$ cat src/rtl/smbus_wr_pkg.sv
package smbus_wr_pkg;
   localparam int BYTE_W = 8;
   localparam int ADDR_W = 7;

   typedef enum logic [1:0] {
      S_IDLE,
      S_RECV,
      S_ACK
   } rx_state_t;

   typedef enum logic [2:0] {
      F_ADDR,
      F_CMD,
      F_LO,
      F_HI,
      F_DONE,
      F_BCAST
   } frame_t;

   function automatic frame_t next_frame(input frame_t f);
      case (f)
         F_ADDR:  return F_CMD;
         F_CMD:   return F_LO;
         F_LO:    return F_HI;
         default: return F_DONE;
      endcase
   endfunction
endpackage

$ cat src/rtl/smbus_line_cond.sv
module smbus_line_cond #(
   parameter int SYNC_STAGES = 2,
   parameter int FILT_LEN    = 3
) (
   input  logic clk,
   input  logic rst_n,
   input  logic line_i,
   output logic line_o
);
   logic [SYNC_STAGES-1:0] sync_q;

   always_ff @(posedge clk or negedge rst_n) begin
      if (!rst_n) sync_q <= '1;
      else        sync_q <= {sync_q[SYNC_STAGES-2:0], line_i};
   end

   generate
      if (FILT_LEN == 1) begin : g_nofilt
         always_ff @(posedge clk or negedge rst_n) begin
            if (!rst_n) line_o <= 1'b1;
            else        line_o <= sync_q[SYNC_STAGES-1];
         end
      end else begin : g_filt
         logic [FILT_LEN-1:0] hist_q;
         always_ff @(posedge clk or negedge rst_n) begin
            if (!rst_n) begin
               hist_q <= '1;
               line_o <= 1'b1;
            end else begin
               hist_q <= {hist_q[FILT_LEN-2:0], sync_q[SYNC_STAGES-1]};
               if (&hist_q)       line_o <= 1'b1;
               else if (~|hist_q) line_o <= 1'b0;
            end
         end
      end
   endgenerate
endmodule

$ cat src/rtl/smbus_bus_events.sv
module smbus_bus_events (
   input  logic clk,
   input  logic rst_n,
   input  logic scl_f_i,
   input  logic sda_f_i,
   output logic scl_rise_o,
   output logic scl_fall_o,
   output logic start_o,
   output logic stop_o
);
   logic scl_q, sda_q;

   always_ff @(posedge clk or negedge rst_n) begin
      if (!rst_n) begin
         scl_q <= 1'b1;
         sda_q <= 1'b1;
      end else begin
         scl_q <= scl_f_i;
         sda_q <= sda_f_i;
      end
   end

   always_comb begin
      scl_rise_o = scl_f_i & ~scl_q;
      scl_fall_o = ~scl_f_i & scl_q;
      start_o    = scl_f_i & scl_q & sda_q & ~sda_f_i;
      stop_o     = scl_f_i & scl_q & ~sda_q & sda_f_i;
   end
endmodule

$ cat src/rtl/smbus_rx_fsm.sv
module smbus_rx_fsm
   import smbus_wr_pkg::*;
#(
   parameter logic [ADDR_W-1:0] BCAST_ADDR = 7'b1111110
) (
   input  logic                clk,
   input  logic                rst_n,
   input  logic                scl_lvl_i,
   input  logic                sda_lvl_i,
   input  logic                scl_rise_i,
   input  logic                scl_fall_i,
   input  logic                start_i,
   input  logic                stop_i,
   input  logic [ADDR_W-1:0]   own_addr_i,
   output logic                sda_oe_o,
   output logic                cmd_stb_o,
   output logic                lo_stb_o,
   output logic                hi_stb_o,
   output logic                stop_stb_o,
   output logic                bcast_stb_o,
   output logic                bcast_mode_o,
   output logic [BYTE_W-1:0]   byte_o,
   output logic [BYTE_W-1:0]   cmd_o,
   output logic [2*BYTE_W-1:0] word_o
);
   localparam int CNT_W = $clog2(BYTE_W + 1);
   localparam logic [CNT_W-1:0] FULL = CNT_W'(BYTE_W);

   rx_state_t         state_q;
   frame_t            frame_q;
   logic [CNT_W-1:0]  bit_cnt_q;
   logic [BYTE_W-1:0] shreg_q;
   logic [BYTE_W-1:0] lo_hold_q;
   logic              addressed_q;
   logic              own_hit, bc_hit;

   always_comb begin
      own_hit = (shreg_q[BYTE_W-1:1] == own_addr_i) && !shreg_q[0];
      bc_hit  = (shreg_q[BYTE_W-1:1] == BCAST_ADDR);
   end

   always_ff @(posedge clk or negedge rst_n) begin
      if (!rst_n) begin
         state_q      <= S_IDLE;
         frame_q      <= F_ADDR;
         bit_cnt_q    <= '0;
         shreg_q      <= '0;
         lo_hold_q    <= '0;
         addressed_q  <= 1'b0;
         sda_oe_o     <= 1'b0;
         cmd_stb_o    <= 1'b0;
         lo_stb_o     <= 1'b0;
         hi_stb_o     <= 1'b0;
         stop_stb_o   <= 1'b0;
         bcast_stb_o  <= 1'b0;
         bcast_mode_o <= 1'b0;
         byte_o       <= '0;
         cmd_o        <= '0;
         word_o       <= '0;
      end else begin
         cmd_stb_o   <= 1'b0;
         lo_stb_o    <= 1'b0;
         hi_stb_o    <= 1'b0;
         stop_stb_o  <= 1'b0;
         bcast_stb_o <= 1'b0;
         if (start_i) begin
            state_q     <= S_RECV;
            frame_q     <= F_ADDR;
            bit_cnt_q   <= '0;
            addressed_q <= 1'b0;
            sda_oe_o    <= 1'b0;
         end else if (stop_i) begin
            stop_stb_o  <= addressed_q;
            state_q     <= S_IDLE;
            addressed_q <= 1'b0;
            sda_oe_o    <= 1'b0;
         end else begin
            case (state_q)
               S_RECV: begin
                  if (scl_rise_i && bit_cnt_q != FULL) begin
                     shreg_q   <= {shreg_q[BYTE_W-2:0], sda_lvl_i};
                     bit_cnt_q <= bit_cnt_q + 1'b1;
                  end else if (scl_fall_i && bit_cnt_q == FULL) begin
                     bit_cnt_q <= '0;
                     case (frame_q)
                        F_ADDR: begin
                           if (own_hit) begin
                              state_q     <= S_ACK;
                              sda_oe_o    <= 1'b1;
                              addressed_q <= 1'b1;
                           end else if (bc_hit) begin
                              state_q     <= S_ACK;
                              frame_q     <= F_BCAST;
                              sda_oe_o    <= 1'b1;
                              addressed_q <= 1'b1;
                           end else begin
                              state_q <= S_IDLE;
                           end
                        end
                        F_CMD, F_LO, F_HI: begin
                           state_q  <= S_ACK;
                           sda_oe_o <= 1'b1;
                        end
                        default: state_q <= S_IDLE;
                     endcase
                  end
               end
               S_ACK: begin
                  if (scl_rise_i) begin
                     case (frame_q)
                        F_CMD: begin
                           cmd_o     <= shreg_q;
                           byte_o    <= shreg_q;
                           cmd_stb_o <= 1'b1;
                        end
                        F_LO: begin
                           lo_hold_q <= shreg_q;
                           byte_o    <= shreg_q;
                           lo_stb_o  <= 1'b1;
                        end
                        F_HI: begin
                           word_o   <= {shreg_q, lo_hold_q};
                           byte_o   <= shreg_q;
                           hi_stb_o <= 1'b1;
                        end
                        F_BCAST: begin
                           bcast_mode_o <= shreg_q[0];
                           bcast_stb_o  <= 1'b1;
                        end
                        default: ;
                     endcase
                  end else if (scl_fall_i) begin
                     sda_oe_o <= 1'b0;
                     if (frame_q == F_BCAST) begin
                        state_q <= S_IDLE;
                     end else begin
                        state_q <= S_RECV;
                        frame_q <= next_frame(frame_q);
                     end
                  end
               end
               default: ;
            endcase
         end
      end
   end

   // the acknowledge drive moves only while the filtered clock is low
   a_r5_oe_moves_scl_low: assert property (@(posedge clk) disable iff (!rst_n)
      !$stable(sda_oe_o) |-> !scl_lvl_i);

   // at most one strobe per cycle
   a_r6_strobe_onehot: assert property (@(posedge clk) disable iff (!rst_n)
      $onehot0({cmd_stb_o, lo_stb_o, hi_stb_o, bcast_stb_o, stop_stb_o}));

   // byte strobes fall inside the driven acknowledge slot
   a_r6_strobe_in_ack: assert property (@(posedge clk) disable iff (!rst_n)
      (cmd_stb_o || lo_stb_o || hi_stb_o) |-> sda_oe_o);

   // byte strobes last a single cycle
   a_r6_strobe_width: assert property (@(posedge clk) disable iff (!rst_n)
      (cmd_stb_o || lo_stb_o || hi_stb_o) |=> !(cmd_stb_o || lo_stb_o || hi_stb_o));

   // the data word changes only together with the second data strobe
   a_r8_word_on_hi: assert property (@(posedge clk) disable iff (!rst_n)
      !$stable(word_o) |-> hi_stb_o);

   // the command changes only together with its strobe
   a_r9_cmd_on_stb: assert property (@(posedge clk) disable iff (!rst_n)
      !$stable(cmd_o) |-> cmd_stb_o);

   // the stop strobe follows a detected STOP
   a_r10_stop_follows: assert property (@(posedge clk) disable iff (!rst_n)
      stop_stb_o |-> $past(stop_i));
endmodule

$ cat src/rtl/smbus_wr_slave.sv
module smbus_wr_slave
   import smbus_wr_pkg::*;
#(
   parameter int                       SYNC_STAGES = 2,
   parameter int                       FILT_LEN    = 3,
   parameter int                       SEL_BITS    = 3,
   parameter logic [ADDR_W-SEL_BITS-1:0] ADDR_FIXED = 4'b0100,
   parameter logic [ADDR_W-1:0]        BCAST_ADDR  = 7'b1111110
) (
   input  logic                clk,
   input  logic                rst_n,
   input  logic                scl_i,
   input  logic                sda_i,
   input  logic [SEL_BITS-1:0] addr_sel_i,
   output logic                sda_oe_o,
   output logic                cmd_stb_o,
   output logic                lo_stb_o,
   output logic                hi_stb_o,
   output logic                stop_stb_o,
   output logic                bcast_stb_o,
   output logic                bcast_mode_o,
   output logic [BYTE_W-1:0]   byte_o,
   output logic [BYTE_W-1:0]   cmd_o,
   output logic [2*BYTE_W-1:0] word_o
);
   localparam int NLINES = 2;

   generate
      if (SYNC_STAGES < 2) begin : g_bad_sync
         $error("SYNC_STAGES must be at least 2");
      end
      if (FILT_LEN < 1) begin : g_bad_filt
         $error("FILT_LEN must be at least 1");
      end
      if (SEL_BITS < 1 || SEL_BITS >= ADDR_W) begin : g_bad_sel
         $error("SEL_BITS must lie between 1 and ADDR_W-1");
      end
   endgenerate

   logic [NLINES-1:0] raw_lines, filt_lines;
   logic scl_rise, scl_fall, bus_start, bus_stop;
   logic [ADDR_W-1:0] own_addr;

   assign raw_lines = {sda_i, scl_i};
   assign own_addr  = {ADDR_FIXED, addr_sel_i};

   generate
      for (genvar g = 0; g < NLINES; g++) begin : g_line
         smbus_line_cond #(
            .SYNC_STAGES(SYNC_STAGES),
            .FILT_LEN   (FILT_LEN)
         ) i_cond (
            .clk   (clk),
            .rst_n (rst_n),
            .line_i(raw_lines[g]),
            .line_o(filt_lines[g])
         );
      end
   endgenerate

   smbus_bus_events i_events (
      .clk       (clk),
      .rst_n     (rst_n),
      .scl_f_i   (filt_lines[0]),
      .sda_f_i   (filt_lines[1]),
      .scl_rise_o(scl_rise),
      .scl_fall_o(scl_fall),
      .start_o   (bus_start),
      .stop_o    (bus_stop)
   );

   smbus_rx_fsm #(
      .BCAST_ADDR(BCAST_ADDR)
   ) i_fsm (
      .clk         (clk),
      .rst_n       (rst_n),
      .scl_lvl_i   (filt_lines[0]),
      .sda_lvl_i   (filt_lines[1]),
      .scl_rise_i  (scl_rise),
      .scl_fall_i  (scl_fall),
      .start_i     (bus_start),
      .stop_i      (bus_stop),
      .own_addr_i  (own_addr),
      .sda_oe_o    (sda_oe_o),
      .cmd_stb_o   (cmd_stb_o),
      .lo_stb_o    (lo_stb_o),
      .hi_stb_o    (hi_stb_o),
      .stop_stb_o  (stop_stb_o),
      .bcast_stb_o (bcast_stb_o),
      .bcast_mode_o(bcast_mode_o),
      .byte_o      (byte_o),
      .cmd_o       (cmd_o),
      .word_o      (word_o)
   );

   // nothing is driven on the bus straight out of reset
   a_r1_quiet_after_reset: assert property (@(posedge clk)
      $rose(rst_n) |-> !sda_oe_o);
endmodule

$ cat config.mk
export PLATFORM = sky130hd
export DESIGN_NAME = smbus_wr_slave
export DESIGN_NICKNAME = d
export VERILOG_FILES = /design/src/rtl/smbus_wr_pkg.sv /design/src/rtl/smbus_line_cond.sv /design/src/rtl/smbus_bus_events.sv /design/src/rtl/smbus_rx_fsm.sv /design/src/rtl/smbus_wr_slave.sv
export SDC_FILE = /design/constraint.sdc
export NUM_CORES = 1
export LEC_CHECK = 0
export ABC_AREA = 1
export BUFFER_PORTS_ARGS = -buffer_cell sky130_fd_sc_hd__buf_2
export CAP_MARGIN = 20
export CORE_ASPECT_RATIO = 1.4
export CORE_MARGIN = 2
export CORE_UTILIZATION = 55
export CTS_BUF_LIST = sky130_fd_sc_hd__clkbuf_4
export DETAILED_ROUTE_END_ITERATION = 8
export GPL_TIMING_DRIVEN = 0
export PLACE_DENSITY = 0.77
export SLEW_MARGIN = 15
export SYNTH_ARGS = -nofsm -noshare
export SYNTH_HDL_FRONTEND = slang
export SYNTH_SLANG_ARGS = --single-unit
$ cat constraint.sdc
create_clock -name clk -period 1.88 [get_ports clk]
set_input_delay 0.564 -clock clk [delete_from_list [all_inputs] [get_ports clk]]
set_output_delay 0.564 -clock clk [all_outputs]
set_load 0.01 [all_outputs]
# Word level (Yosys, flattened, before mapping)
# Cells that the tools add are included.
# op_classes
n_addsub,1
muxes,70
n_eq_ne,28
bitwise,13
magnitude_cmp,0
reduce_logical,29
div_mod_pow,0
multipliers,0
shifts,0
# ops
op,n
two-way mux 1 bit,41
AND reduction 5 bit,7
two-way mux 3 bit,10
two-way mux 4 bit,5
two-way mux 2 bit,8
inequality test 3 bit (second input constant),5
nonzero test 3 bit,5
inequality test 3 x 2 -> 1 bit (second input constant),4
inequality test 4 bit (second input constant),3
AND reduction 10 bit,1
one-hot mux 3 bit (3 select lines),1
AND reduction 3 bit,3
OR reduction 3 bit,3
inequality test 4 x 3 -> 1 bit (second input constant),2
one-hot mux 2 bit (2 select lines),2
nonzero test 4 bit,2
AND 1 bit,7
== test 7 x 6 -> 1 bit,1
== test 7 bit (second input constant),1
AND reduction 7 bit,1
== test 3 x 2 -> 1 bit (second input constant),2
inequality test 6 x 4 -> 1 bit (second input constant),1
inverter 1 bit,6
one-hot mux 3 bit (2 select lines),1
other kinds (15),19
# word_totals
inputBits,7
latch_bits,0
ram_bits,0
rom_bits,0
elab_cells,165
out_inout_bits,39
register_bits,79
n_memories,0

# Logic depth before layout (Yosys ltp)
# logic_depth
word_depth,9
depth_mapped,11
depth_no_buf,11

# Hierarchy
# A second synthesis with hierarchy kept.
# unflattened
hier_cells,382
area_unflattened_um2,3438.3
# modules_own_cells
mod,area_per_inst_um2,cells_per_inst,seq_area_each_um2,instances
smbus_rx_fsm,2959.1,339,1626.6,1
smbus_line_cond,188.9,14,157.7,2
smbus_bus_events,93.8,13,52.6,1
smbus_wr_slave,7.5,2,0.0,1

# Worst setup path after synthesis
# No wires, ideal clock.
# synth_timing
kind,flip-flop to flip-flop
startpoint,register i_fsm.state_q[0]
endpoint,register i_fsm.byte_o[6]
t_required_ns,1.757
path_buffers,2
setup_slack_ns,0.449
setup_ns,0.123
arrival_time_ns,1.308
period_less_slack_ns,1.431
stages_incl_launch_ff,10
cell_sequence,dfrtp_1 -> inv_1 -> ha_1 -> buf_2 -> nand2_2 -> inv_2 -> nand3_2 -> buf_2 -> nand2_1 -> o21ai_1
# synth_between
elab_chain_len,2
# synth_rtl
element,line_no,rtl
start: declaration,smbus_rx_fsm.sv:29,rx_state_t state_q;
start signal: assignment,smbus_rx_fsm.sv:44,state_q <= S_IDLE;
start signal: assignment,smbus_rx_fsm.sv:67,state_q <= S_RECV;
start signal: assignment,smbus_rx_fsm.sv:74,state_q <= S_IDLE;
== test 2 bit,-,
AND reduction 5 bit (no line),-,
end signal: assignment,smbus_rx_fsm.sv:113,byte_o <= shreg_q;
end signal: assignment,smbus_rx_fsm.sv:118,byte_o <= shreg_q;
end signal: assignment,smbus_rx_fsm.sv:123,byte_o <= shreg_q;
end: declaration,smbus_rx_fsm.sv:22,"output logic [BYTE_W-1:0] byte_o,"
# No other way between the ends.
# A chain may end at the register's enable or synchronous reset.

# Worst setup path in the final report
# layout_timing
startpoint,register i_fsm.bit_cnt_q[0]
endpoint,register i_fsm.frame_q[1]
# layout_between
elab_chain_len,4
word_cells_on_any_way,7
cone_classes,eq/ne (4); reduce/logical (3)
# layout_rtl
element,line_no,rtl
start: declaration,smbus_rx_fsm.sv:31,logic [CNT_W-1:0] bit_cnt_q;
start signal: assignment,smbus_rx_fsm.sv:82,bit_cnt_q <= bit_cnt_q + 1'b1;
inequality test 4 bit / == test 4 bit (equally long branches),"smbus_rx_fsm.sv:80, smbus_rx_fsm.sv:83",
logical AND 1 bit (on tied branches),"smbus_rx_fsm.sv:80, smbus_rx_fsm.sv:83",
inequality test 3 bit (no line) / inequality test 3 x 2 -> 1 bit (equally long branches),-,
AND reduction 10 bit (no line) *,-,
end signal: assignment,smbus_rx_fsm.sv:138,frame_q <= next_frame(frame_q);
end: declaration,smbus_rx_fsm.sv:30,frame_t frame_q;
# Every way passes the cells marked *; elsewhere a longest branch is shown, timed or not.

==> qor.tcl <==
set qor(outcome) {complete, no violations}
set qor(ys_async_sr_fraction_pct) 100
set qor(gp_congestion) 0.900
set qor(num_rows) 33
set qor(clkLatencyLatePin_ps) 430
set qor(cts.repair_timing.setup_buffer_count) 0
set qor(postRouteAntennaNets) 0
set qor(regToRegEndpoint) {i_fsm.frame_q[1]}
set qor(maxClockFrequency_mhz) 584
set qor(ys.flop_type) {dfrtp_1}
set qor(cp_data_arrival_time_ps) 2030
set qor(drt_first_iter_violations) 108
set qor(p_leak_uw) 0.00196
set qor(finalSetupViolations) 0
set qor(post_synthesis_sequential_area_ratio_pct) 58.8
set qor(grt_pass1_vias) 2610
set qor(antenna_violations_before_repair) 0
set qor(drv_cap) 0
set qor(grt_first_pass_wirelength_microns) 11800
set qor(synth.yosys.warnings) 0
set qor(cts_inserted_buffers) 9
set qor(grt_use_total_pct) 22.1
set qor(timing.final.crit_share_pct) 91.0
set qor(synth-seq-cells) 79
set qor(unrepaired_setup_endpoints_after_global_routing) {no}
set qor(wl_per_cell_microns) 14.1
set qor(post-place-ws_ps) 198
set qor(critical_path.max_fanout) 4
set qor(ctsLongestPathBuffers) 2
set qor(period_minus_slack_ps) 1710
set qor(r2r-start) {i_fsm.bit_cnt_q[0]}
set qor(io_buffer_count) 45
set qor(worst-slew-pin-transition_ps) 435
set qor(area_delta_synth_final_pct) 14.9
set qor(final_layout_size_suffix_gt1_share_pct) 32.0
set qor(drc) 0
set qor(crit_path_max_incr_delay_ps) 420
set qor(criticalPathCategory) {flop to flop}
set qor(cts_root_buffer) {clkbuf_4}
set qor(slew_viol_final) 0
set qor(clock_sinks) 79
set qor(timing.clock.skew_ps) 17.2
set qor(crit_path_cell_trace) {inv_1 > ha_1 > nand3_1 > nor2_1 > nand2_2 > o21ai_2 > nand2_2 > nand2_1 > nand2_1}
set qor(cts_hold_repair.buffers) 0
set qor(grt_overflow_total) 0
set qor(max-slew-margin-rel_pct) 71.0
set qor(crit_path_top_delay_cell) {dfrtp_1}
set qor(cts.htree.levels) 3
set qor(holdCritPathClass) {input pin to async pin}
set qor(dieWidth_microns) 70.4
set qor(post_cts_resized) 0
set qor(placeableCoreArea_sq_mm) 0.00590
set qor(maximum_number_of_pins_on_one_net_before_global_route_repair) 48
set qor(synth_edf_count) 0
set qor(setup-tns-final_ps) 0
set qor(post_synth_inst_count) 354
set qor(crit_end_element) {flop}
set qor(irDropWorstVdd_mv) 0.815
set qor(route.vias.total) 2535
set qor(reg2reg_setup_slack_ps) 170
set qor(syn_area_sq_mm) 0.00339
set qor(cts_clock_pin_slew_for_the_worst_setup_and_hold_paths_ps) 130
set qor(total_power_uw) 4360
set qor(clock_tree_from_tritoncts) {yes}
set qor(cp-start-kind) {flop}
set qor(die_height_microns) 96.9
set qor(final_cells) 486
set qor(die-area_sq_mm) 0.00682
set qor(synth_area_per_inst_sq_um) 9.59
set qor(drt_pass1_iterations) 4
set qor(final-hold-violation-count) 0
set qor(nets) 422
set qor(drt-vias-per-instance) 5.22
set qor(diodes) 0
set qor(num_io_pins) 46
set qor(finalWirelength_microns) 6850
set qor(syn_nets) 365
set qor(final_critical_path_setup_slack_ps) 169
set qor(synth.distinct_cells) 26
set qor(worst_setup_path_startpoint) {i_fsm.bit_cnt_q[0]}
set qor(dpl.cell_count) 470
set qor(r2r_cells) 9
set qor(starting_density_pct) 57.5
set qor(worstPathRequired_ps) 2200
set qor(power_density_mw_per_mm2) 1120
set qor(dp_hpwl_microns) 5010
set qor(setup.worst_path.end) {i_fsm.frame_q[1]}
==> where the power goes <==
group	switching, uW	internal [uW]
Sequential	163	1900
Combinational	766	381
Clock	566	583
==> worst max-delay path, delay by kind of cell (launching register included) <==
family	cells	cell delay, ps
and+or+nand+nor	6	630
DFF	1	420
AOI/OAI and AO/OA	1	270
adders and majority gates	1	190
buffers and inverters	1	110
==> worst min path at each step <==
stage	start	slack [ps]	end	cells past startpoint
after CTS	rst_n	60	i_fsm.bcast_mode_o	1
after global placement	g_line[0].i_cond.sync_q[1]	350	g_line[0].i_cond.g_filt.hist_q[0]	0
final	rst_n	60	i_fsm.word_o[1]	1
after global routing	rst_n	70	i_fsm.word_o[8]	1
after detailed placement	g_line[1].i_cond.sync_q[0]	350	g_line[1].i_cond.sync_q[1]	0
after floorplan	rst_n	270	i_fsm.addressed_q	0
==> stage by stage <==
| step | util (%) | cell area (sq um) | hold slack (ps) |
|---|---|---|---|
| 2_1_floorplan | - | 3390 | 268 |
| 3_3_place_gp | 62.8 | 3710 | 347 |
| 3_5_place_dp | 63.3 | 3740 | 347 |
| 4_1_cts | 66.0 | 3900 | 59.5 |
| 5_1_grt | 66.0 | 3900 | 65.5 |
| 6_report | 66.0 | 3900 | 58.2 |
==> cells in the final DEF (no fill, tap or decap) <==
cell type   Yosys  final
a21oi_1         6      6
a31oi_1         1      1
buf_16          0      1
buf_2           4     48
buf_4           0      1
buf_6           5      5
bufinv_16       0      2
clkbuf_4        0     12
clkinv_2        0      1
clkinvlp_4      0      1
dfrtp_1        65     65
dfstp_2        14     14
ha_1            4      4
inv_1          32     32
inv_2          11     11
nand2_1        83     83
nand2_2         8      8
nand2_4         1      1
nand3_1        19     19
nand3_2         1      1
nand4_1         2      2
nor2_1         23     23
nor2_2          4      4
nor2_4          3      3
nor3_1          4      4
nor3_4          2      2
o21ai_0        12     12
o21ai_1        29     29
o21ai_2        18     18
or2_1           1      1
xnor2_1         1      1
xor2_1          1      1
==> layer usage <==
layer / wire length [microns] / track usage (%)
met3: 212 / 4.79
met2: 3560 / 36.9
met1: 2850 / 26.5
met4: 226 / 11.7
met5: 0 / 0
==> state kept, by name, indices dropped and copies added (netlist names) <==
signal	flops
i_fsm.byte_o	8
i_fsm.cmd_o	8
g_line.i_cond.line_o	2
i_fsm.addressed_q	1
i_fsm.bcast_stb_o	1
i_fsm.hi_stb_o	1
i_fsm.lo_hold_q	8
i_fsm.word_o	16
i_fsm.sda_oe_o	1
i_fsm.bcast_mode_o	1
i_events.sda_q	1
i_fsm.bit_cnt_q	4
g_line.i_cond.sync_q	4
i_fsm.shreg_q	8
g_line.i_cond.g_filt.hist_q	6
i_fsm.lo_stb_o	1
i_fsm.stop_stb_o	1
i_fsm.frame_q	3
i_events.scl_q	1
i_fsm.cmd_stb_o	1
i_fsm.state_q	2
==> kinds of logic (layout without fill, tap and decap cells) <==
kind of cell             after synthesis  after routing  synth area share (%)
AO/OA/AOI/OAI                         66             66                  11.8
XOR/XNOR                               2              2                 0.516
adder cells (fa/ha/maj)                4              4                  1.47
buffers and inverters                 52            114                  7.01
flip-flops                            79             79                  58.8
AND/OR/NAND/NOR                      151            151                  20.5
==> final cells by class <==
cell class                      instances  area [sq um]
Timing Repair Buffer                   46           255
Clock inverter                          4          72.6
Inverter                               43           161
Buffer                                  9          76.3
Fill cell                             495          2010
Clock buffer                           12          90.1
Sequential cell                        79          1990
Tap cell                               70          87.6
Multi-Input combinational cell        223          1160
==> synth_stat cells, types with 5 or more instances <==
cell      n  area, sq um
nor2_1   23         86.3
nand2_2   8         50.1
dfrtp_1  65         1630
a21oi_1   6         30.0
nand2_1  83          312
buf_6     5         56.3
o21ai_1  29          145
o21ai_2  18          158
inv_1    32          120
inv_2    11         41.3
dfstp_2  14          368
nand3_1  19         95.1
o21ai_0  12         60.1
No activity file was read; power rests on OpenSTA's default activity.
